<file path="src/rtl/ufd_pkg.sv">
// Package: shared control byte layout and trigger level decode.
// Assumes the control byte is 8 bits wide; positions below are fixed by the
// software view of the block.
package ufd_pkg;
    localparam int CW_ENABLE  = 0;
    localparam int CW_RXCLR   = 1;
    localparam int CW_TXCLR   = 2;
    localparam int CW_DMA     = 3;
    localparam int CW_TRIG_LO = 6;
    localparam int CW_TRIG_HI = 7;

    typedef enum logic [1:0] {
        TRIG_ONE      = 2'd0,
        TRIG_FOUR     = 2'd1,
        TRIG_EIGHT    = 2'd2,
        TRIG_FOURTEEN = 2'd3
    } trig_sel_e;

    // Byte count that a trigger code stands for.
    function automatic int unsigned trig_bytes(trig_sel_e sel);
        case (sel)
            TRIG_ONE:   return 1;
            TRIG_FOUR:  return 4;
            TRIG_EIGHT: return 8;
            default:    return 14;
        endcase
    endfunction
endpackage

</file>
<file path="src/rtl/ufd_ctrl_reg.sv">
// Module: write-only control byte register.
// Holds enable, DMA mode and trigger code; turns the emptying bits and any
// change of enable into one-cycle flush strobes, combinational with the write.
// Assumes the flush strobes are sampled by the queues at the same edge.
module ufd_ctrl_reg
    import ufd_pkg::*;
(
    input  logic      clk,
    input  logic      rst_n,
    input  logic      wr_en,
    input  logic [7:0] wr_data,
    output logic      fifo_en,
    output logic      dma_mode,
    output trig_sel_e trig_sel,
    output logic      rx_flush,
    output logic      tx_flush
);
    logic      en_q;
    logic      dma_q;
    trig_sel_e trig_q;
    logic      new_en;
    logic      en_change;
    logic      unused_bits;

    assign new_en      = wr_data[CW_ENABLE];
    assign unused_bits = ^wr_data[5:4];

    // Flush strobes: enable change empties both, emptying bits need enable.
    always_comb begin
        en_change = wr_en && (new_en != en_q);
        rx_flush  = en_change || (wr_en && new_en && wr_data[CW_RXCLR]);
        tx_flush  = en_change || (wr_en && new_en && wr_data[CW_TXCLR]);
    end

    // Control state: upper fields captured only by an enabling write.
    always_ff @(posedge clk) begin
        if (!rst_n) begin
            en_q   <= 1'b0;
            dma_q  <= 1'b0;
            trig_q <= TRIG_ONE;
        end else if (wr_en) begin
            en_q <= new_en;
            if (new_en) begin
                dma_q  <= wr_data[CW_DMA];
                trig_q <= trig_sel_e'(wr_data[CW_TRIG_HI:CW_TRIG_LO]);
            end
        end
    end

    assign fifo_en  = en_q;
    assign dma_mode = dma_q;
    assign trig_sel = trig_q;

    a_r2_enable_tracks_write: assert property (@(posedge clk) disable iff (!rst_n)
        wr_en |=> (fifo_en == $past(wr_data[CW_ENABLE])));

    a_r3_fields_held_when_off: assert property (@(posedge clk) disable iff (!rst_n)
        (wr_en && !wr_data[CW_ENABLE]) |=> $stable({dma_mode, trig_sel}));
endmodule

</file>
<file path="src/rtl/ufd_byte_fifo.sv">
// Module: synchronous byte queue with flush, drop-on-full and hold-on-empty.
// A pop and a push in the same cycle on a full queue are both taken.
// The popped word is registered. Assumes DEPTH >= 2.
module ufd_byte_fifo #(
    parameter int DATA_W = 8,
    parameter int DEPTH  = 16,
    localparam int AW    = $clog2(DEPTH),
    localparam int CNT_W = $clog2(DEPTH + 1)
) (
    input  logic              clk,
    input  logic              rst_n,
    input  logic              enable,
    input  logic              flush,
    input  logic              push,
    input  logic [DATA_W-1:0] push_data,
    input  logic              pop,
    output logic [DATA_W-1:0] pop_data,
    output logic [CNT_W-1:0]  count,
    output logic              full,
    output logic              empty,
    output logic              drop
);
    logic [DATA_W-1:0] mem [DEPTH];
    logic [AW-1:0]     wr_ptr;
    logic [AW-1:0]     rd_ptr;
    logic              do_push;
    logic              do_pop;

    // Pointer advance with wrap at DEPTH-1 (DEPTH need not be a power of two).
    function automatic logic [AW-1:0] ptr_inc(input logic [AW-1:0] p);
        return (p == AW'(DEPTH - 1)) ? '0 : p + AW'(1);
    endfunction

    assign full  = (count == CNT_W'(DEPTH));
    assign empty = (count == '0);

    // Accepted strobes: flush and disable block both.
    always_comb begin
        do_pop  = enable && !flush && pop && !empty;
        do_push = enable && !flush && push && (!full || do_pop);
        drop    = enable && !flush && push && !do_push;
    end

    // Storage write.
    always_ff @(posedge clk) begin
        if (do_push) mem[wr_ptr] <= push_data;
    end

    // Pointers and occupancy.
    always_ff @(posedge clk) begin
        if (!rst_n || flush) begin
            wr_ptr <= '0;
            rd_ptr <= '0;
            count  <= '0;
        end else begin
            if (do_push) wr_ptr <= ptr_inc(wr_ptr);
            if (do_pop)  rd_ptr <= ptr_inc(rd_ptr);
            case ({do_push, do_pop})
                2'b10:   count <= count + CNT_W'(1);
                2'b01:   count <= count - CNT_W'(1);
                default: count <= count;
            endcase
        end
    end

    // Registered read word, held when nothing is popped.
    always_ff @(posedge clk) begin
        if (!rst_n)      pop_data <= '0;
        else if (do_pop) pop_data <= mem[rd_ptr];
    end

    a_r5_drop_keeps_count: assert property (@(posedge clk) disable iff (!rst_n)
        (enable && !flush && push && full && !pop) |=> $stable(count));

    a_r4_flush_empties: assert property (@(posedge clk) disable iff (!rst_n)
        flush |=> empty);

    a_r7_empty_pop_holds: assert property (@(posedge clk) disable iff (!rst_n)
        (pop && empty) |=> $stable(pop_data));
endmodule

</file>
<file path="src/rtl/ufd_dma_req.sv">
// Module: sticky RX and TX DMA request flops.
// RX raises on level reached or character time-out; TX raises on the first
// not-full cycle after a full one. An acknowledge clears and wins.
// Assumes dma_on already combines enable and DMA mode.
module ufd_dma_req (
    input  logic clk,
    input  logic rst_n,
    input  logic dma_on,
    input  logic rx_level_hit,
    input  logic char_timeout,
    input  logic rx_ack,
    input  logic tx_full,
    input  logic tx_ack,
    output logic rx_req,
    output logic tx_req
);
    logic tx_full_d;
    logic tx_left_full;

    assign tx_left_full = tx_full_d && !tx_full;

    // Previous-cycle TX full, for the falling edge.
    always_ff @(posedge clk) begin
        if (!rst_n) tx_full_d <= 1'b0;
        else        tx_full_d <= tx_full;
    end

    // RX request: set by level or time-out, held until acknowledge.
    always_ff @(posedge clk) begin
        if (!rst_n || !dma_on) rx_req <= 1'b0;
        else if (rx_ack)       rx_req <= 1'b0;
        else                   rx_req <= rx_req || rx_level_hit || char_timeout;
    end

    // TX request: set on leaving full, held until acknowledge.
    always_ff @(posedge clk) begin
        if (!rst_n || !dma_on) tx_req <= 1'b0;
        else if (tx_ack)       tx_req <= 1'b0;
        else                   tx_req <= tx_req || tx_left_full;
    end

    a_r9_rx_held: assert property (@(posedge clk) disable iff (!rst_n)
        (rx_req && dma_on && !rx_ack) |=> rx_req);

    a_r9_rx_ack_clears: assert property (@(posedge clk) disable iff (!rst_n)
        rx_ack |=> !rx_req);

    a_r10_tx_raise: assert property (@(posedge clk) disable iff (!rst_n)
        (dma_on && !tx_ack && tx_full_d && !tx_full) |=> tx_req);

    a_r11_off_quiet: assert property (@(posedge clk) disable iff (!rst_n)
        !dma_on |=> (!rx_req && !tx_req));
endmodule

</file>
<file path="src/rtl/uart_fifo_dma_ctrl.sv">
// Module: UART queue control top. Ties the control register, the two byte
// queues and the request logic together, and keeps the RX overrun flag and
// the trigger level compare. Assumes DEPTH >= 14 so every trigger level can
// be reached.
module uart_fifo_dma_ctrl
    import ufd_pkg::*;
#(
    parameter int DATA_W = 8,
    parameter int DEPTH  = 16,
    localparam int CNT_W = $clog2(DEPTH + 1)
) (
    input  logic              clk,
    input  logic              rst_n,
    input  logic              cfg_wr_en,
    input  logic [7:0]        cfg_wr_data,
    input  logic              rx_push,
    input  logic [DATA_W-1:0] rx_push_data,
    input  logic              rx_pop,
    output logic [DATA_W-1:0] rx_pop_data,
    input  logic              tx_push,
    input  logic [DATA_W-1:0] tx_push_data,
    input  logic              tx_pop,
    output logic [DATA_W-1:0] tx_pop_data,
    input  logic              char_timeout,
    input  logic              rx_dma_ack,
    input  logic              tx_dma_ack,
    output logic              fifo_en,
    output logic [CNT_W-1:0]  rx_count,
    output logic              rx_empty,
    output logic              rx_full,
    output logic [CNT_W-1:0]  tx_count,
    output logic              tx_empty,
    output logic              tx_full,
    output logic              rx_overrun,
    output logic              rx_level_hit,
    output logic              rx_dma_req,
    output logic              tx_dma_req
);
    logic             dma_mode;
    trig_sel_e        trig_sel;
    logic             rx_flush;
    logic             tx_flush;
    logic             rx_drop;
    logic             tx_drop_unused;
    logic [CNT_W-1:0] trig_thresh;

    ufd_ctrl_reg u_ctrl (
        .clk      (clk),
        .rst_n    (rst_n),
        .wr_en    (cfg_wr_en),
        .wr_data  (cfg_wr_data),
        .fifo_en  (fifo_en),
        .dma_mode (dma_mode),
        .trig_sel (trig_sel),
        .rx_flush (rx_flush),
        .tx_flush (tx_flush)
    );

    ufd_byte_fifo #(.DATA_W(DATA_W), .DEPTH(DEPTH)) u_rx_fifo (
        .clk       (clk),
        .rst_n     (rst_n),
        .enable    (fifo_en),
        .flush     (rx_flush),
        .push      (rx_push),
        .push_data (rx_push_data),
        .pop       (rx_pop),
        .pop_data  (rx_pop_data),
        .count     (rx_count),
        .full      (rx_full),
        .empty     (rx_empty),
        .drop      (rx_drop)
    );

    ufd_byte_fifo #(.DATA_W(DATA_W), .DEPTH(DEPTH)) u_tx_fifo (
        .clk       (clk),
        .rst_n     (rst_n),
        .enable    (fifo_en),
        .flush     (tx_flush),
        .push      (tx_push),
        .push_data (tx_push_data),
        .pop       (tx_pop),
        .pop_data  (tx_pop_data),
        .count     (tx_count),
        .full      (tx_full),
        .empty     (tx_empty),
        .drop      (tx_drop_unused)
    );

    // Trigger level as a count-wide constant, then the reached compare.
    always_comb begin
        trig_thresh  = CNT_W'(trig_bytes(trig_sel));
        rx_level_hit = (rx_count >= trig_thresh);
    end

    // Sticky overrun: set by a dropped RX byte, cleared by an RX flush.
    always_ff @(posedge clk) begin
        if (!rst_n || rx_flush) rx_overrun <= 1'b0;
        else if (rx_drop)       rx_overrun <= 1'b1;
    end

    ufd_dma_req u_req (
        .clk          (clk),
        .rst_n        (rst_n),
        .dma_on       (fifo_en && dma_mode),
        .rx_level_hit (rx_level_hit),
        .char_timeout (char_timeout),
        .rx_ack       (rx_dma_ack),
        .tx_full      (tx_full),
        .tx_ack       (tx_dma_ack),
        .rx_req       (rx_dma_req),
        .tx_req       (tx_dma_req)
    );

    a_r6_overrun_sticky: assert property (@(posedge clk) disable iff (!rst_n)
        (rx_overrun && !rx_flush) |=> rx_overrun);
endmodule

</file>
<file path="config.mk">
export PLATFORM = sky130hd
export DESIGN_NAME = uart_fifo_dma_ctrl
export DESIGN_NICKNAME = d
export VERILOG_FILES = /design/src/rtl/ufd_pkg.sv /design/src/rtl/ufd_ctrl_reg.sv /design/src/rtl/ufd_byte_fifo.sv /design/src/rtl/ufd_dma_req.sv /design/src/rtl/uart_fifo_dma_ctrl.sv
export SDC_FILE = /design/constraint.sdc
export NUM_CORES = 1
export LEC_CHECK = 0
export BUFFER_PORTS_ARGS = -buffer_cell sky130_fd_sc_hd__buf_4
export CAP_MARGIN = 20
export CORE_MARGIN = 4
export CORE_UTILIZATION = 34
export CTS_CLUSTER_DIAMETER = 50
export DETAILED_ROUTE_END_ITERATION = 6
export GPL_ROUTABILITY_DRIVEN = 0
export PLACE_DENSITY_LB_ADDON = 0.3
export SLEW_MARGIN = 20
export SYNTH_ARGS = -nofsm -noshare
export SYNTH_HDL_FRONTEND = slang
export SYNTH_SLANG_ARGS = --single-unit
</file>
<file path="constraint.sdc">
create_clock -name clk -period 2.8 [get_ports clk]
set_input_delay 0.56 -clock clk [delete_from_list [all_inputs] [get_ports clk]]
set_output_delay 0.56 -clock clk [all_outputs]
set_load 0.05 [all_outputs]
</file>
# Word level (Yosys, flattened, before mapping)
# Memory sizes are Yosys's and may differ from the RTL's. A register that Yosys moved wholly into a read port is not among the register bits.
# Cells that the tools add are included.
# classes
n_reduce_logical,46
n_addsub,8
mux,11
order_cmp,1
n_eq_ne,13
# ops
op,n
5-bit one-hot mux with 2 select lines,2
1-bit logical AND,17
"4-bit by 1-bit adder with 4-bit output, second input constant",4
"4-bit equality test, second input constant",4
4-bit two-way mux,4
4-bit one-hot mux with 3 select lines,1
1-bit logical NOT,11
"5-bit by 1-bit adder with 5-bit output, second input constant",2
"5-bit equality test, second input constant",2
5-bit logical NOT,2
1-bit logical OR,10
"5-bit by 1-bit subtractor with 5-bit output, second input constant",2
"2-bit by 1-bit equality test with 1-bit output, second input constant",3
"2-bit equality test, second input constant",3
5-bit >= comparator,1
1-bit two-way mux,4
2-bit nonzero test,2
2-bit OR reduction,2
2-bit logical NOT,1
2-bit AND reduction,1
1-bit inequality test,1
# word_totals
output_inout_bits,35
mem_bits_rw,256
input_bits,34
register_bits,34
mem_count,2
# mem_list
name,depth,width,rd,rd_ports_with_merged_regs,wr,line,rtl
u_rx_fifo.mem,16,8,1,1,1,ufd_byte_fifo.sv:23,logic [DATA_W-1:0] mem [DEPTH];
u_tx_fifo.mem,16,8,1,1,1,ufd_byte_fifo.sv:23,

# Logic depth before layout (Yosys ltp)
# Gate-level depths: netlist of run 1.
# depth
ltp_word,11
ltp_mapped,13
ltp_nobuf,12

# Hierarchy
# From an unflattened synthesis of run 1, not the netlist that was laid out.
# hier_totals
cells_unflattened,736
area_unflattened_um2,12609.6
# by_module_without_submodules
module,n_inst,cells_each,area_each_um2
ufd_byte_fifo (u_tx_fifo),1,347,6145.9
ufd_byte_fifo (u_rx_fifo),1,339,6029.5
ufd_ctrl_reg,1,21,172.7
uart_fifo_dma_ctrl,1,19,157.7
ufd_dma_req,1,10,103.8

# Least setup slack after synthesis of run 1
# Ideal clock, no wire load.
# synth_timing
path_type,reg2reg
start,reg u_rx_fifo.count[1]
end,reg u_rx_fifo.count[4]
path_stages_with_launch,14
setup_time_ns,0.072
path_slack_ns,-0.223
arrival_time_ns,2.951
synth_period_minus_slack_ns,3.023
path_cell_list,dfxtp_1 nor4_1 nand3b_1 and2_1 clkbuf_1 inv_1 ha_1 inv_1 fa_1 nor2b_1 o21ai_0 nor4b_1 or3_1 a21oi_1
# synth_between
elab_chain_len,7
elab_cells_between_ends,13
cone_classes,add/sub (2); eq/ne (3); mux (1); reduce/logical (7)
# synth_rtl
item,line,rtl
start: declaration,ufd_byte_fifo.sv:18,"output logic [CNT_W-1:0] count,"
start signal: assignment,ufd_byte_fifo.sv:59,2'b10: count <= count + CNT_W'(1);
start signal: assignment,ufd_byte_fifo.sv:60,2'b01: count <= count - CNT_W'(1);
start signal: assignment,ufd_byte_fifo.sv:61,default: count <= count;
5-bit logical NOT,ufd_byte_fifo.sv:35,assign empty = (count == '0);
1-bit logical NOT,ufd_byte_fifo.sv:39,do_pop = enable && !flush && pop && !empty;
1-bit logical AND,ufd_byte_fifo.sv:39,
1-bit logical OR,ufd_byte_fifo.sv:40,do_push = enable && !flush && push && (!full || do_pop);
1-bit logical AND,ufd_byte_fifo.sv:40,
2-bit by 1-bit equality test with 1-bit output / 2-bit equality test (equally long branches),ufd_byte_fifo.sv:58,"case ({do_push, do_pop})"
5-bit one-hot mux with 2 select lines / 2-bit nonzero test (equally long branches),n/a,
# Parallel ways exist; a longest one is shown, timed or not.
# A chain may end at the register's enable or synchronous reset.

# Worst setup path after layout of run 1
# layout_timing
start,reg u_rx_fifo.count[0]
end,out rx_level_hit
# layout_between
elab_chain_len,1
# layout_rtl
item,line,rtl
5-bit >= comparator,uart_fifo_dma_ctrl.sv:92,rx_level_hit = (rx_count >= trig_thresh);
end: declaration,uart_fifo_dma_ctrl.sv:35,"output logic rx_level_hit,"
# No other way between the ends.

==> results of run 1 <==
[registers in the layout, summed over array words and instances (netlist names), 2 cells and up]
signal / cells
u_tx_fifo.rd_ptr: 4
u_tx_fifo.mem: 128
u_rx_fifo.mem: 128
u_rx_fifo.wr_ptr: 4
u_tx_fifo.pop_data: 8
u_rx_fifo.rd_ptr: 4
u_ctrl.trig_sel: 2
u_rx_fifo.count: 5
u_tx_fifo.wr_ptr: 4
u_tx_fifo.count: 5
u_rx_fifo.pop_data: 8
[worst register-to-register path: stages (launching register included)]
cell	delay (ns)
dfxtp_2	0.33
nor4_4	0.32
nand3b_1	0.14
and2_1	0.17
inv_1	0.05
ha_2	0.20
inv_1	0.08
fa_1	0.38
nor2b_1	0.15
o21ai_0	0.13
nor4b_2	0.19
or3_1	0.30
a21oi_1	0.12
[cells in the final DEF, fill, tap and decap left out, types with 12 or more instances in the layout]
master,Yosys,routed
a21oi_1,29,28
buf_4,0,124
clkbuf_16,0,37
dfxtp_1,50,38
dfxtp_2,0,12
edfxtp_1,256,256
ha_1,21,20
inv_1,19,19
mux2_2,16,16
mux2i_1,20,20
mux4_2,64,64
nand2_1,36,36
nand3_1,27,27
nor2_1,57,57
nor3_1,14,14
[per-stage QoR]
step	cells	setup WS, ns	hold slack, ns	power, W	TNS [ns]
after global placement	1283	-0.06895	0.4463	0.005248	-0.06895
after floorplan	729	-0.02060	0.4441	0.005125	-0.02060
after CTS	1349	0.06158	0.1774	0.009787	0
final	1349	0.1597	0.2027	0.009650	0
after detailed placement	1283	-0.1355	0.4531	0.005252	-0.1355
after global routing	1349	0.009986	0.1937	0.01002	0
[per-layer routing]
layer  up-vias  GRT usage [%]  share of wire, %
met5         -              0                 0
met4         0          3.217               1.6
met3        39          2.524               4.9
met2       145          21.65                49
met1      3344          17.53                44
li1       3136              -                 -
[how the worst max path moves through the flow]
stage	endpoint	slack, ns	depth (start not counted)
2_1_floorplan	u_rx_fifo.count[4]	-0.02	13
3_3_place_gp	u_rx_fifo.count[4]	-0.07	13
3_5_place_dp	u_rx_fifo.count[4]	-0.14	13
4_1_cts	rx_level_hit	0.06	9
5_1_grt	u_rx_fifo.count[4]	0.01	12
6_report	rx_level_hit	0.16	9
[power by group]
part,switching [W],total [W],internal (W),leakage (nW)
combinational,0.000138,0.000213,0.0000755,1.72
clock,0.00181,0.00449,0.00269,0.575
sequential,0.00000617,0.00494,0.00494,2.71
[layout make-up]
class	count	area, um^2	area share [%]
Multi-Input combinational cell	368	3497	23.27
Tap cell	461	576.8	3.838
Clock inverter	16	141.4	0.9408
Inverter	19	71.32	0.4746
Timing Repair Buffer	129	1013	6.744
Clock buffer	50	1025	6.819
Sequential cell	306	8703	57.91
[repair_timing]
item	in CTS	in global routing
pin swaps	0	4
setup endpoints to repair	1	2
resized for setup	2	4
[kinds of logic after synthesis]
logic type / after synthesis / share of synthesized area (%)
buffers and inverters: 55 / 1.880
AND/OR/NAND/NOR: 165 / 6.276
adder cells (fa/ha/maj): 23 / 2.446
multiplexers: 100 / 14.71
AO/OA/AOI/OAI: 71 / 3.871
flip-flops: 306 / 70.18
XOR/XNOR: 9 / 0.6366
==> impl_metrics.toml, run 1 <==
[outcome]
outcome = "finished clean"

[cells_and_area]
layout.nets = 917
design_area_um2 = 15030
fillCellCount = 3243
drive_above_1_share_pct = 33.22
utilization_pct = 42.05
area_growth_pct = 21.38
antennaDiodeCount = 0

[clocking]
postCtsSetupBuffers = 0
htreeDepth = 2
cts_sinks = 306
cts_tree = "yes"
cts.clk_slew.worst_paths_ns = 0.06
cts-root-buf = "clkbuf_16"
clk_path_buf_depth = 3
cts_hold_buf = 0
numCtsBuffers = 36
clk_latency_ns = 0.52

[yosys]
synth_enable_flop_cells = 256
syn_area_um2 = 12380
synth_area_per_cell_um2 = 16.98
syn_inst = 729
synth.top_cell.area_share_pct = 62.09
synthFlopType = "edfxtp_1"
netlist_top_cells_count = "edfxtp_1, mux4_2, nor2_1, dfxtp_1, nand2_1"
post-synth-top-count-cell = "edfxtp_1"
synth.ff_latch_count = 306
synth_nets = 786
yosysTopAreaCell = "edfxtp_1"
yosysSeqAreaShare_pct = 70.18
synth_cell_types = 47
synthArstFlopShare_pct = 0
synth_warnings = 0
synth_area_leaders = "edfxtp_1, mux4_2, dfxtp_1"

[critical_path]
path_class = "reg -> out"
cp-startpoint = "u_rx_fifo.count[0]"
worstPathRequired_ns = 2.24
crit_top_cell = "buf_6"
crit_fanout = 4
worstRegToRegCells = 12
r2r-start = "u_rx_fifo.count[1]"
cp-end-kind = "output pin"
critPathArrivalTime_ns = 2.08
worstPathCellList = "buf_6, inv_1, ha_1, nand2b_1, a21oi_1, nor2b_1, o21ai_2, nand2_1, buf_6"
cp_slowest_stage_delay_ns = 0.36
critPathBufInv = 3
crit_family = "flip-flops"
critPathSlowestCell = "dfxtp_2"
worstSetupStartpointType = "flip-flop"
r2r_end = "u_rx_fifo.count[4]"
r2r_slack_ns = 0.18

[die]
pin_count = 69
start_util_pct = 34.64
dieWidth_um = 198.8
die_y_um = 198.8
row_count = 69
core_um2 = 35740
floorplan.die_area_um2 = 39530

[timing]
setup_viol = 0
timing.fmax_mhz = 378.7
fin_crit_sh_pct = 94.30
timing.final.max_slew_violations = 0
max_slew.worst_pin.slew_ns = 0.6326
fin_skew_ns = 0.02137
min_period_ns = 2.640
hold_viol_final = 0
rsz0062_at_grt = "false"
slew_headroom_pct = 57.77

[min_path]
hold_class = "in -> reg"
min_path_cells = 2
hp-start = "rx_dma_ack"
min_to = "u_req.rx_req"

[pwr]
leakagePower_nw = 5.010
ir_drop_mv = 0.5121
p_per_area_nw_per_um2 = 642.1

[drt]
finalWirelength_um = 25470
vias = 6664
drc_errors = 0
ant_nets = 0
wire_per_inst_um = 18.88
viasPerCell = 4.940
drtIter0Drc = 376
first_pass_iters = 5

[place]
port_buffers = 66
placed_area_um2 = 13840
hpwl_um = 16300

[global_route]
grt_pass1_vias = 6776
grt_pass1_wl_um = 39570
grt_overflow = 0
track_usage_pct = 12.94
antenna_found_initial = 0
grt_max_degree = 37

[job]
max-cap-violations = 0
No activity file was read; power rests on OpenSTA's default activity.
==> run 2, diff against run 1 <==
--- a/config.mk
+++ b/config.mk
@@ -5,6 +5,7 @@
 export SDC_FILE = /design/constraint.sdc
 export NUM_CORES = 1
 export LEC_CHECK = 0
+export ABC_AREA = 1
 export BUFFER_PORTS_ARGS = -buffer_cell sky130_fd_sc_hd__buf_4
 export CAP_MARGIN = 20
 export CORE_MARGIN = 4
@@ -13,6 +14,7 @@
 export DETAILED_ROUTE_END_ITERATION = 6
 export GPL_ROUTABILITY_DRIVEN = 0
 export PLACE_DENSITY_LB_ADDON = 0.3
+export SKIP_CTS_REPAIR_TIMING = 1
 export SLEW_MARGIN = 20
 export SYNTH_ARGS = -nofsm -noshare
 export SYNTH_HDL_FRONTEND = slang
==> run 2 against run 1 <==
Effect of this change: global-route usage increased by 1.8 points; die area increased by 3.9%; setup slack improved by 0.078 ns; first-iteration DRC count increased by 72%; sequential cell count unchanged; synthesized cell count increased by 61%; combinational power increased by 33%; routed wire length increased by 19%; non-clock buffer count decreased by 16; critical endpoint unchanged; total power increased by 1.9%; clock skew increased by 0.0056 ns; cell area increased by 1.6%.
==> impl_metrics.toml, run 2 <==
[critical_path]
cp-end-kind = "output pin"
worstSetupStartpointType = "flip-flop"
path_class = "reg -> out"
crit_fanout = 4
critPathArrivalTime_ns = 2.00
worstPathRequired_ns = 2.24

[yosys]
syn_area_um2 = 12880
yosysTopAreaCell = "edfxtp_1"
synthFlopType = "edfxtp_1"
syn_inst = 1172
synth.ff_latch_count = 306
synth_nets = 1229
synthArstFlopShare_pct = 0
synth_warnings = 0
synth.top_cell.area_share_pct = 59.69
synth_area_per_cell_um2 = 10.99
synth_cell_types = 44
yosysSeqAreaShare_pct = 67.46
synth_area_leaders = "edfxtp_1, nor2_1, dfxtp_1"
netlist_top_cells_count = "nor2_1, edfxtp_1, o21ai_0, nand2_1, nand3_1"
synth_enable_flop_cells = 256
post-synth-top-count-cell = "nor2_1"

[clocking]
cts_tree = "yes"
numCtsBuffers = 35
clk_path_buf_depth = 3
cts.clk_slew.worst_paths_ns = 0.06
htreeDepth = 2
clk_latency_ns = 0.53
cts_sinks = 306
cts-root-buf = "clkbuf_16"

[cells_and_area]
final_cell_mix = "nor2_1, edfxtp_1, o21ai_0, nand2_1, nand3_1"
antennaDiodeCount = 0
seqCellArea_um2 = 8692
area_growth_pct = 18.60
final_common_cell = "nor2_1"
utilization_pct = 40.74
drive_above_1_share_pct = 15.07
fillCellCount = 3634
reg_top3 = "u_rx_fifo.mem: 128 flops, u_tx_fifo.mem: 128 flops"
multi_input_area_um2 = 3674
layout.nets = 1325

[global_route]
grt_pass1_vias = 8348
grt_max_degree = 68
grt_pass1_wl_um = 47780
track_usage_pct = 14.72
grt_overflow = 0
antenna_found_initial = 0

[job]
max-cap-violations = 0

[drt]
vias = 8700
viasPerCell = 4.820
finalWirelength_um = 30420
drc_errors = 0
drtIter0Drc = 648
wire_per_inst_um = 16.86
first_pass_iters = 5
ant_nets = 0

[die]
row_count = 71
start_util_pct = 34.35
floorplan.die_area_um2 = 41060
pin_count = 69
dieWidth_um = 202.6
die_y_um = 202.6
core_um2 = 37490

[place]
hpwl_um = 18900
port_buffers = 66

[timing]
slew_headroom_pct = 52.31
setup_viol = 0
min_period_ns = 2.563
max_slew.worst_pin.slew_ns = 0.7146
holdWs_ns = 0.2113
fin_crit_sh_pct = 91.52
rsz0062_at_grt = "false"
fin_skew_ns = 0.02695
setup_tns_ns = 0
hold_viol_final = 0
timing.fmax_mhz = 390.2
timing.final.max_slew_violations = 0

[pwr]
ir_drop_mv = 0.4122
p_per_area_nw_per_um2 = 644.0
finalPower_w = 0.009836
leakagePower_nw = 5.518

[outcome]
outcome = "finished clean"

[min_path]
hold_class = "in -> reg"
## run 2: cell types whose count changed in the layout (fill, tap and decap cells not counted), sizes merged, moves of 35 or more
cell	before	now
nor2	57	274
mux4	64	0
nand3	27	118
inv	24	59
nand2	36	122
o21ai	6	133
## run 2: layout make-up
| type | count | area share, % |
|---|---|---|
| Clock buffer | 48 | 6.464 |
| Sequential cell | 306 | 56.91 |
| Tap cell | 511 | 4.186 |
| Timing Repair Buffer | 113 | 5.718 |
| Multi-Input combinational cell | 754 | 24.05 |
| Clock inverter | 15 | 1.237 |
| Inverter | 58 | 1.434 |
## run 2: worst paths after layout
check | startpoint | to | slack [ns] | cells after the start
hold / removal | tx_dma_ack | u_req.tx_req | 0.21 | 2
setup reg to reg | u_rx_fifo.count[0] | u_rx_fifo.count[4] | 0.38 | 16
setup / recovery | u_rx_fifo.count[0] | rx_level_hit | 0.24 | 7
hold reg to reg | u_ctrl.dma_mode | u_ctrl.dma_mode | 0.47 | 2
## run 2: metal layers
metal | share of wire, % | vias up | track usage (%)
met3 | 6.4 | 53 | 2.891
li1 | - | 4278 | -
met2 | 44 | 254 | 22.57
met4 | 2.9 | 0 | 4.947
met5 | 0 | - | 0
met1 | 46 | 4115 | 21.09
## run 2: stage by stage
stage | instances | cell area, um^2 | setup slack, ns
2_1_floorplan | 1172 | 12890 | 0.01821
3_3_place_gp | 1742 | 14100 | 0.1472
4_1_cts | 1805 | 15270 | 0.1745
3_5_place_dp | 1742 | 14100 | 0.1578
5_1_grt | 1805 | 15270 | 0.02957
6_report | 1805 | 15270 | 0.2374
## run 2: power by group
group	switching, W	internal (W)
Sequential	0.0000108	0.00494
Combinational	0.000203	0.0000804
Clock	0.00182	0.00278
## run 2: logic make-up (layout without fill, tap and decap cells)
family          after synthesis  count (layout)  share of synthesized area (%)
compound gates              198             198                          8.326
xor+xnor                      6               6                         0.4080
fa+ha+maj                    23              23                          2.351
buf+inv                     112             234                          4.129
flops                       306             306                          67.46
simple gates                527             527                          17.32
## run 2: critical path, stage by stage, from the launching register on
cell,delay (ns)
dfxtp_2,0.34
inv_1,0.10
ha_1,0.30
o21ai_0,0.14
a21boi_0,0.09
o21ai_0,0.23
nand2_1,0.08
buf_4,0.20
==> run 3, diff against run 2 <==
==> constraint.sdc (replaced) <==
create_clock -name clk -period 2.4 [get_ports clk]
set_input_delay 0.36 -clock clk [delete_from_list [all_inputs] [get_ports clk]]
set_output_delay 0.36 -clock clk [all_outputs]
set_load 0.05 [all_outputs]
==> run 3 against run 2 <==
Effect of this change: die area unchanged; count of clock-buffer cells in the layout up 2; via count about the same; critical path type unchanged; setup slack worse by 0.085 ns; clock skew down 0.011 ns.
==> impl_metrics.toml, run 3 (synthesized netlist as in run 2, its figures left out) <==
[global_route]
antenna_found_initial = 0
grt_pass1_wl_um = 48420
grt_max_degree = 68
grt_overflow = 0
track_usage_pct = 15.01
grt_pass1_vias = 8408

[timing]
min_period_ns = 2.247
timing.fmax_mhz = 445.0
slew_headroom_pct = 52.18
fin_crit_sh_pct = 93.64
max_slew.worst_pin.slew_ns = 0.7147
hold_viol_final = 0
fin_skew_ns = 0.01636
rsz0062_at_grt = "false"
holdWs_ns = 0.07121
setup_viol = 0
timing.final.max_slew_violations = 0

[pwr]
power_switching_w = 0.002489
p_int_w = 0.009190
ir_drop_mv = 0.6296
p_sw_share_pct = 21.31
seqPwrFrac_pct = 49.5
pwr-share-comb_pct = 2.9
p_clk_share_pct = 47.6
p_per_area_nw_per_um2 = 755.6
leakagePower_nw = 5.625

[critical_path]
worstRegToRegCells = 15
r2r-start = "u_tx_fifo.count[1]"
path_class = "reg -> out"
cp-end-kind = "output pin"
r2r_end = "u_tx_fifo.count[4]"
critPathArrivalTime_ns = 1.89
crit_fanout = 4
cp-startpoint = "u_rx_fifo.count[0]"
critical_path.endpoint = "rx_level_hit"
worstPathRequired_ns = 2.04
worstSetupStartpointType = "flip-flop"
r2r_slack_ns = 0.22

[min_path]
hold_class = "in -> reg"

[cells_and_area]
antennaDiodeCount = 0
layout.nets = 1337
multi_input_area_um2 = 3704
reg_top3 = "u_rx_fifo.mem: 128 flops, u_tx_fifo.mem: 128 flops"
final_common_cell = "nor2_1"
fillCellCount = 3606
drive_above_1_share_pct = 16.79
final_cell_mix = "nor2_1, edfxtp_1, o21ai_0, buf_4, nand2_1"
stdcell_count = 1821
area_growth_pct = 20.01
seqCellArea_um2 = 8708

[drt]
viasPerCell = 4.776
wire_per_inst_um = 17.08
first_pass_iters = 6
drc_errors = 0
finalWirelength_um = 31110
drtIter0Drc = 495
ant_nets = 0
vias = 8697

[die]
start_util_pct = 34.35
floorplan.die_area_um2 = 41060
pin_count = 69
row_count = 71
dieWidth_um = 202.6
core_um2 = 37490
die_y_um = 202.6

[clocking]
cts_sinks = 306
numCtsBuffers = 39
htreeDepth = 2
cts_tree = "yes"
cts.clk_slew.worst_paths_ns = 0.05
cts-root-buf = "clkbuf_16"
clk_latency_ns = 0.53
clk_path_buf_depth = 3

[place]
dp_cells = 1748
port_buffers = 66
hpwl_um = 19150

[outcome]
outcome = "finished clean"

[job]
max-cap-violations = 0
[run 3: worst max-delay path, cell delays in order (launching register included)]
cell	delay (ns)
dfxtp_4	0.36
inv_2	0.06
ha_1	0.29
o21ai_1	0.13
a21boi_0	0.09
o21ai_1	0.18
nand2_1	0.07
buf_4	0.19
[run 3: layout make-up]
cell class | instances | share of cell area, %
clock buffer | 50 | 6.711
clock inverter | 21 | 1.295
sequential | 306 | 56.34
timing repair buffer | 121 | 6.136
tap | 511 | 4.137
inverter | 58 | 1.417
multi-input combinational | 754 | 23.96
[run 3: power groups by stage]
stage | clock network (W) | logic (W) | registers (W)
6_report | 0.00556 | 0.000344 | 0.00578
5_1_grt | 0.00596 | 0.000379 | 0.00577
4_1_cts | 0.00571 | 0.000341 | 0.00577
3_5_place_dp | 0 | 0.000340 | 0.00589
3_3_place_gp | 0 | 0.000335 | 0.00589
2_1_floorplan | 0 | 0.000135 | 0.00591
[run 3: metal layers]
metal  track usage, %  share of wire [%]  vias up
met5                0                  0        -
met4            4.753                2.5        0
met3            2.875                4.9       52
met2            24.64                 48      196
li1                 -                  -     4309
met1            20.30                 45     4140
[run 3: worst min path at each step]
stage / start / to / slack [ns] / cells after the start
2_1_floorplan: tx_dma_ack / u_req.tx_req / 0.44 / 1
3_3_place_gp: u_ctrl.dma_mode / u_ctrl.dma_mode / 0.45 / 2
3_5_place_dp: u_ctrl.dma_mode / u_ctrl.dma_mode / 0.46 / 2
4_1_cts: tx_dma_ack / u_req.tx_req / -0.02 / 2
5_1_grt: rx_dma_ack / u_req.rx_req / 0.08 / 4
6_report: rx_dma_ack / u_req.rx_req / 0.07 / 4
[run 3: through the flow]
| step | power [W] | TNS [ns] | util, % | worst slack (ns) | instance area (um^2) |
|---|---|---|---|---|---|
| 2_1_floorplan | 0.006041 | 0 | - | 0.003255 | 12930 |
| 3_3_place_gp | 0.006221 | 0 | 37.86 | 0.09392 | 14190 |
| 3_5_place_dp | 0.006226 | 0 | 37.86 | 0.05886 | 14190 |
| 4_1_cts | 0.01182 | -0.007136 | 41.16 | -0.007136 | 15430 |
| 5_1_grt | 0.01211 | 0 | 41.23 | 0.0007583 | 15460 |
| 6_report | 0.01168 | 0 | 41.23 | 0.1526 | 15460 |
